$ cat config.mk
export PLATFORM = sky130hd
export DESIGN_NAME = mbm_port
export DESIGN_NICKNAME = d
export VERILOG_FILES = /design/src/rtl/mbm_pkg.sv /design/src/rtl/mbm_seq.sv /design/src/rtl/mbm_lane.sv /design/src/rtl/mbm_capture.sv /design/src/rtl/mbm_port.sv
export SDC_FILE = /design/constraint.sdc
export NUM_CORES = 1
export LEC_CHECK = 0
export BUFFER_PORTS_ARGS = -buffer_cell sky130_fd_sc_hd__buf_2
export CELL_PAD_IN_SITES_DETAIL_PLACEMENT = 0
export CELL_PAD_IN_SITES_GLOBAL_PLACEMENT = 1
export CORE_MARGIN = 2
export CORE_UTILIZATION = 37
export CTS_CLUSTER_SIZE = 10
export DETAILED_ROUTE_END_ITERATION = 10
export PLACE_DENSITY_LB_ADDON = 0.1
export SYNTH_ARGS = -nofsm -noshare
export SYNTH_HDL_FRONTEND = slang
export SYNTH_HIERARCHICAL = 1
export SYNTH_SLANG_ARGS = --single-unit
$ cat constraint.sdc
create_clock -name clk -period 1.9 [get_ports clk]
set_clock_uncertainty 0.1 [all_clocks]
set_input_delay 0.19 -clock clk [delete_from_list [all_inputs] [get_ports clk]]
set_output_delay 0.19 -clock clk [all_outputs]
set_load 0.1 [all_outputs]
$ cat src/rtl/mbm_pkg.sv
package mbm_pkg;

   typedef enum logic [2:0] {
      PH_IDLE = 3'd0,
      PH_ALE  = 3'd1,
      PH_TURN = 3'd2,
      PH_STRB = 3'd3,
      PH_GAP  = 3'd4
   } phase_e;

   function automatic int max4(input int a, input int b, input int c, input int d);
      int m;
      m = a;
      if (b > m) m = b;
      if (c > m) m = c;
      if (d > m) m = d;
      return m;
   endfunction

endpackage

$ cat src/rtl/mbm_seq.sv
module mbm_seq
   import mbm_pkg::*;
#(
   parameter int ALE_CYC  = 1,
   parameter int TURN_CYC = 1,
   parameter int STRB_CYC = 1,
   parameter int GAP_CYC  = 1
) (
   input  logic   clk,
   input  logic   rst_n,
   input  logic   start_i,
   input  logic   read_i,
   output phase_e phase_o,
   output logic   last_strb_o
);

   localparam int MAXL = max4(ALE_CYC, TURN_CYC, STRB_CYC, GAP_CYC);
   localparam int CW   = (MAXL < 2) ? 1 : $clog2(MAXL);

   phase_e          phase_q, phase_d;
   logic [CW-1:0]   cnt_q;
   logic [CW-1:0]   len_m1;

   always_comb begin
      phase_d = phase_q;
      len_m1  = '0;
      unique case (phase_q)
         PH_IDLE: if (start_i) phase_d = PH_ALE;
         PH_ALE: begin
            len_m1 = CW'(ALE_CYC - 1);
            if (cnt_q == len_m1) phase_d = read_i ? PH_TURN : PH_STRB;
         end
         PH_TURN: begin
            len_m1 = CW'(TURN_CYC - 1);
            if (cnt_q == len_m1) phase_d = PH_STRB;
         end
         PH_STRB: begin
            len_m1 = CW'(STRB_CYC - 1);
            if (cnt_q == len_m1) phase_d = PH_GAP;
         end
         PH_GAP: begin
            len_m1 = CW'(GAP_CYC - 1);
            if (cnt_q == len_m1) phase_d = PH_IDLE;
         end
         default: phase_d = PH_IDLE;
      endcase
   end

   always_ff @(posedge clk) begin
      if (!rst_n) begin
         phase_q <= PH_IDLE;
         cnt_q   <= '0;
      end else begin
         phase_q <= phase_d;
         if (phase_d != phase_q || phase_q == PH_IDLE) cnt_q <= '0;
         else                                          cnt_q <= cnt_q + 1'b1;
      end
   end

   assign phase_o     = phase_q;
   assign last_strb_o = (phase_q == PH_STRB) && (cnt_q == CW'(STRB_CYC - 1));

   // leaving idle only ever enters the address phase
   p_idle_exit_r2: assert property (@(posedge clk) disable iff (!rst_n)
      (phase_q == PH_IDLE) |=> (phase_q == PH_IDLE || phase_q == PH_ALE));

   // a strobe phase is always followed by the gap phase
   p_strb_to_gap_r11: assert property (@(posedge clk) disable iff (!rst_n)
      (phase_q == PH_STRB && phase_d != PH_STRB) |=> (phase_q == PH_GAP));

endmodule

$ cat src/rtl/mbm_lane.sv
module mbm_lane
   import mbm_pkg::*;
#(
   parameter int AD_W   = 16,
   parameter int ADDR_W = 24
) (
   input  phase_e              phase_i,
   input  logic                write_i,
   input  logic                wide_i,
   input  logic [ADDR_W-1:0]   addr_i,
   input  logic [AD_W-1:0]     wdata_i,
   output logic [AD_W-1:0]     ad_out_o,
   output logic [1:0]          ad_oe_o,
   output logic                ale_o,
   output logic                rd_o,
   output logic                wr_o
);

   localparam int HB = AD_W / 2;

   logic addr_ph, data_ph;
   assign addr_ph = (phase_i == PH_ALE);
   assign data_ph = (phase_i == PH_TURN) || (phase_i == PH_STRB);

   // Per-byte drive enables: lane 1 carries the low address byte in narrow mode
   for (genvar b = 0; b < 2; b++) begin : g_lane
      if (b == 1) begin : g_hi
         assign ad_oe_o[b] = addr_ph || (data_ph && (write_i || !wide_i));
      end else begin : g_lo
         assign ad_oe_o[b] = addr_ph || (data_ph && write_i);
      end
   end

   always_comb begin
      ad_out_o = '0;
      if (addr_ph) begin
         ad_out_o = wide_i ? addr_i[AD_W-1:0] : addr_i[ADDR_W-1 -: AD_W];
      end else if (data_ph) begin
         ad_out_o = wide_i ? wdata_i : {addr_i[HB-1:0], wdata_i[HB-1:0]};
      end
   end

   assign ale_o = addr_ph;
   assign rd_o  = (phase_i == PH_STRB) && !write_i;
   assign wr_o  = (phase_i == PH_STRB) && write_i;

endmodule

$ cat src/rtl/mbm_capture.sv
module mbm_capture #(
   parameter int AD_W = 16
) (
   input  logic            clk,
   input  logic            rst_n,
   input  logic            last_strb_i,
   input  logic            write_i,
   input  logic            wide_i,
   input  logic [AD_W-1:0] ad_in_i,
   output logic            done_o,
   output logic [AD_W-1:0] rdata_o
);

   localparam int HB = AD_W / 2;

   always_ff @(posedge clk) begin
      if (!rst_n) begin
         done_o  <= 1'b0;
         rdata_o <= '0;
      end else begin
         done_o <= last_strb_i;
         if (last_strb_i && !write_i)
            rdata_o <= wide_i ? ad_in_i : {{HB{1'b0}}, ad_in_i[HB-1:0]};
      end
   end

   // completion is a single-cycle pulse
   p_done_pulse_r10: assert property (@(posedge clk) disable iff (!rst_n)
      done_o |=> !done_o);

endmodule

$ cat src/rtl/mbm_port.sv
module mbm_port
   import mbm_pkg::*;
#(
   parameter int AD_W     = 16,
   parameter int ADDR_W   = 24,
   parameter int ALE_CYC  = 1,
   parameter int TURN_CYC = 1,
   parameter int STRB_CYC = 1,
   parameter int GAP_CYC  = 1
) (
   input  logic              clk,
   input  logic              rst_n,
   input  logic              req_valid,
   output logic              req_ready,
   input  logic              req_write,
   input  logic              req_wide,
   input  logic [ADDR_W-1:0] req_addr,
   input  logic [AD_W-1:0]   req_wdata,
   output logic              rsp_done,
   output logic [AD_W-1:0]   rsp_rdata,
   output logic [AD_W-1:0]   ad_out,
   output logic [1:0]        ad_oe,
   input  logic [AD_W-1:0]   ad_in,
   output logic              strb_ale,
   output logic              strb_rd,
   output logic              strb_wr
);

   localparam int MIN_XFER = ALE_CYC + STRB_CYC + GAP_CYC;

   if (AD_W != 16) begin : g_bad_bus
      $error("mbm_port: AD_W must be 16");
   end
   if (ADDR_W != AD_W + AD_W / 2) begin : g_bad_addr
      $error("mbm_port: ADDR_W must be AD_W plus one byte");
   end
   if (ALE_CYC < 1 || TURN_CYC < 1 || STRB_CYC < 1 || GAP_CYC < 1) begin : g_bad_len
      $error("mbm_port: every phase needs at least one cycle");
   end
   if (MIN_XFER < 3) begin : g_bad_rate
      $error("mbm_port: a transfer must span at least three cycles");
   end

   phase_e            phase;
   logic              last_strb;
   logic              accept;
   logic              write_q, wide_q;
   logic [ADDR_W-1:0] addr_q;
   logic [AD_W-1:0]   wdata_q;

   assign req_ready = (phase == PH_IDLE);
   assign accept    = req_valid && req_ready;

   always_ff @(posedge clk) begin
      if (!rst_n) begin
         write_q <= 1'b0;
         wide_q  <= 1'b0;
         addr_q  <= '0;
         wdata_q <= '0;
      end else if (accept) begin
         write_q <= req_write;
         wide_q  <= req_wide;
         addr_q  <= req_addr;
         wdata_q <= req_wdata;
      end
   end

   mbm_seq #(
      .ALE_CYC (ALE_CYC),
      .TURN_CYC(TURN_CYC),
      .STRB_CYC(STRB_CYC),
      .GAP_CYC (GAP_CYC)
   ) u_seq (
      .clk        (clk),
      .rst_n      (rst_n),
      .start_i    (accept),
      .read_i     (!write_q),
      .phase_o    (phase),
      .last_strb_o(last_strb)
   );

   mbm_lane #(
      .AD_W  (AD_W),
      .ADDR_W(ADDR_W)
   ) u_lane (
      .phase_i (phase),
      .write_i (write_q),
      .wide_i  (wide_q),
      .addr_i  (addr_q),
      .wdata_i (wdata_q),
      .ad_out_o(ad_out),
      .ad_oe_o (ad_oe),
      .ale_o   (strb_ale),
      .rd_o    (strb_rd),
      .wr_o    (strb_wr)
   );

   mbm_capture #(
      .AD_W(AD_W)
   ) u_cap (
      .clk        (clk),
      .rst_n      (rst_n),
      .last_strb_i(last_strb),
      .write_i    (write_q),
      .wide_i     (wide_q),
      .ad_in_i    (ad_in),
      .done_o     (rsp_done),
      .rdata_o    (rsp_rdata)
   );

   // strobes never overlap
   p_strobe_excl_r9: assert property (@(posedge clk) disable iff (!rst_n)
      $countones({strb_rd, strb_wr, strb_ale}) <= 1);

   // the data lane is released while the read strobe is high
   p_rd_released_r7: assert property (@(posedge clk) disable iff (!rst_n)
      strb_rd |-> !ad_oe[0]);

   // the cycle before the read strobe rises is a quiet turnaround cycle
   p_turn_before_rd_r7: assert property (@(posedge clk) disable iff (!rst_n)
      $rose(strb_rd) |-> $past(!ad_oe[0] && !strb_ale));

   // no new request is taken while any strobe is high
   p_busy_not_ready_r2: assert property (@(posedge clk) disable iff (!rst_n)
      (strb_rd || strb_wr || strb_ale) |-> !req_ready);

   // the cycle after a data strobe ends carries no address phase
   p_gap_after_strobe_r11: assert property (@(posedge clk) disable iff (!rst_n)
      $fell(strb_rd || strb_wr) |-> (!strb_ale && !req_ready));

   // done follows the last strobe cycle directly
   p_done_after_strobe_r10: assert property (@(posedge clk) disable iff (!rst_n)
      rsp_done |-> ($past(strb_rd || strb_wr) && !strb_rd && !strb_wr));

endmodule

==> results.sh <==
export IMPL_fin_cells=576
export IMPL_layout_drive_gt1_share_pct=37.37
export IMPL_rsz0062_at_grt="true"
export IMPL_start_kind="register"
export IMPL_run_status="finished with violations"
export IMPL_hp_class="in -> reg"
export IMPL_synth_cell_types=37
export IMPL_post_route_period_util_pct=103.9
export IMPL_antenna_found_initial=0
export IMPL_place_worst_setup_slack_ns=0.2010
export IMPL_cp_end_kind="output pin"
export IMPL_hold_viol=0
export IMPL_synthesis_area_mm2=0.003104
export IMPL_fp_row_count=33
export IMPL_grt_max_degree=57
export IMPL_ys_warn_count=6
export IMPL_wl_per_cell_um=14.59
export IMPL_final_common_cell="nand2_1"
export IMPL_grt_pass1_vias=2683
export IMPL_area_delta_synth_final_pct=56.15
export IMPL_cts_made_buffers=9
export IMPL_final_cell_mix="nand2_1 (109), buf_2 (78), dfxtp_1 (59)"
export IMPL_syn_nets=394
export IMPL_grt_total_usage_pct=19.30
export IMPL_clockBufferDepth=2
export IMPL_cts_root_buffer="clkbuf_8"
export IMPL_vias=2705
export IMPL_overflow=0
export IMPL_finalWirelength_um=8405
export IMPL_ant_nets=0
export IMPL_nets=528
export IMPL_cp_slowest_stage_delay_ns=0.44
export IMPL_viasPerCell=4.696
export IMPL_diodes=0
export IMPL_netlist_instances=333
export IMPL_drt_iter0_markers=82
export IMPL_syn_area_per_cell_um2=9.322
export IMPL_ys_seq_elements=63
export IMPL_cp_num_buf_inv=2
export IMPL_clk_pin_slew_worst_paths_ns=0.07
export IMPL_cp_arrival_ns=1.68
export IMPL_chipWidth_um=95.60
export IMPL_fillers=699
export IMPL_critPathSlowestCell="or3b_4"
export IMPL_required_ns=1.61
export IMPL_cts_sinks=63
export IMPL_cap_violations=0
export IMPL_start_util_pct=37.97
export IMPL_grt_first_pass_wirelength_um=13370
export IMPL_dr_pass1_iters=4
export IMPL_path_max_fanout=7
export IMPL_multi_input_area_mm2=0.001862
export IMPL_p_leak_nw=1.966
export IMPL_crit_top_cell="buf_12"
export IMPL_gp_congestion=0.7634
export IMPL_period_needed_ns=1.975
export IMPL_fmax_mhz=506.4
export IMPL_io_buffers=99
export IMPL_pin_count=100
export IMPL_placedCellCount=522
export IMPL_setup_viol=16
export IMPL_path_cells="or3b_4 -> buf_12 -> o22ai_4 -> buf_12"
export IMPL_cpLargestDelayFamily="simple AND/OR/NAND/NOR gates"
export IMPL_die_h_um=95.60
export IMPL_dpl_hpwl_um=5724
export IMPL_critPathKind="reg -> out"
export IMPL_slew_viol_final=0
export IMPL_synth_seq_area_share_pct=40.63
export IMPL_htree_num_levels=3
export IMPL_regArea_mm2=0.001276
export IMPL_max_vdd_ir_drop_mv=0.4564
export IMPL_drc=0
export IMPL_clk_latency_ns=0.33
export IMPL_p_per_area_mw_per_mm2=853.9
export IMPL_core_area_mm2=0.008175
export IMPL_worst_slack_ns=-0.07487
export IMPL_failed_checks="setup timing"
export IMPL_dieArea_mm2=0.009138
export IMPL_cts_tree="yes"
[metrics by stage]
step | area (µm²) | hold WS (ns) | util (%) | TNS [ns] | power, W
after global placement | 4164 | 0.3322 | 50.93 | 0 | 0.002993
after global routing | 4847 | 0.004205 | 59.29 | -1.396 | 0.004327
after floorplan | 3263 | 0.2076 | - | -1.080 | 0.002586
final | 4847 | 0.008166 | 59.29 | -0.5424 | 0.004139
after detailed placement | 4164 | 0.3374 | 50.93 | 0 | 0.003003
after CTS | 4795 | 0.001127 | 58.65 | -0.8212 | 0.004153
[final timing paths]
path / start / endpoint / slack (ns) / depth (start not counted)
setup reg to reg: u_seq/phase_o[1] / u_seq/phase_o[0] / 0.08 / 7
setup / recovery: u_seq/phase_o[2] / ad_out[12] / -0.07 / 4
hold reg to reg: u_cap/rdata_o[9] / u_cap/rdata_o[9] / 0.34 / 2
hold / removal: req_addr[21] / addr_q[21] / 0.008 / 3
[report_power, final]
part / switching [W] / total [W] / internal, W / leakage, nW
registers: 0.000107 / 0.00154 / 0.00143 / 0.518
clock network: 0.000505 / 0.00100 / 0.000496 / 0.0893
logic: 0.000918 / 0.00160 / 0.000679 / 1.36
[registers in the layout, indices dropped and copies added (netlist names)]
| register | cells |
|---|---|
| u_seq/cnt_q | 1 |
| wide_q | 1 |
| write_q | 1 |
| wdata_q | 16 |
| u_seq/phase_o | 3 |
| addr_q | 24 |
| u_cap/done_o | 1 |
| u_cap/rdata_o | 16 |
[metal layers]
metal	share of wire [%]	track usage, %	up-vias
li1	-	-	1390
met4	1.7	7.500	0
met1	44	24.54	1223
met2	48	31.99	78
met5	0	0	-
met3	5.5	3.953	14
[logic make-up after synthesis]
| logic type | synth area share, % |
|---|---|
| AOI/OAI and AO/OA | 10.48 |
| xor gates and xnor gates | 0.2822 |
| buffers and inverters | 7.859 |
| DFF | 40.63 |
| muxes | 21.28 |
| other | 0.1208 |
| and+or+nand+nor | 19.35 |
[cell usage after synthesis (all sizes together)]
cell type	number	area share [%]
nand2	109	13
a21boi	16	4.1
nor2	2	0.24
dfxtp	63	41
o221a	1	0.36
or3b	1	0.28
clkbuf	7	0.89
o21ai	2	0.32
buf	20	6.6
nor2b	2	0.40
and3	2	0.40
and2	2	0.40
conb	1	0.12
nor4b	1	0.77
nand3	8	1.6
a21oi	1	0.16
and2b	2	0.48
inv	3	0.36
o2bb2ai	8	2.5
xnor2	1	0.28
nor3b	1	0.40
nand2b	3	0.85
o21a	1	0.24
mux2i	66	21
o22ai	8	2.8
nor3	2	0.32
[cell type report]
class | count | area share (%)
Clock inverter | 4 | 0.4388
Clock buffer | 11 | 2.917
Tap cell | 105 | 2.710
Timing Repair Buffer | 150 | 28.88
Inverter | 3 | 0.3098
Multi-Input combinational cell | 240 | 38.41
Sequential cell | 63 | 26.33
[worst register-to-register path: stages, from the launching register on]
cell and delay, ns:
dfxtp_4 0.34, buf_4 0.14, buf_4 0.16, nor4b_4 0.44
buf_12 0.21, nor2_1 0.05, a21oi_1 0.13, o221a_2 0.20
[timing repair]
item	4_1_cts	5_1_grt
gates resized for setup	13	11
cloned	1	0
setup endpoints to repair	19	33
pin swaps	2	0
buffers inserted	5	0
hold buffers	33	0
hold endpoints to repair	33	0
Note: power is estimated with default switching activity, not from simulation.
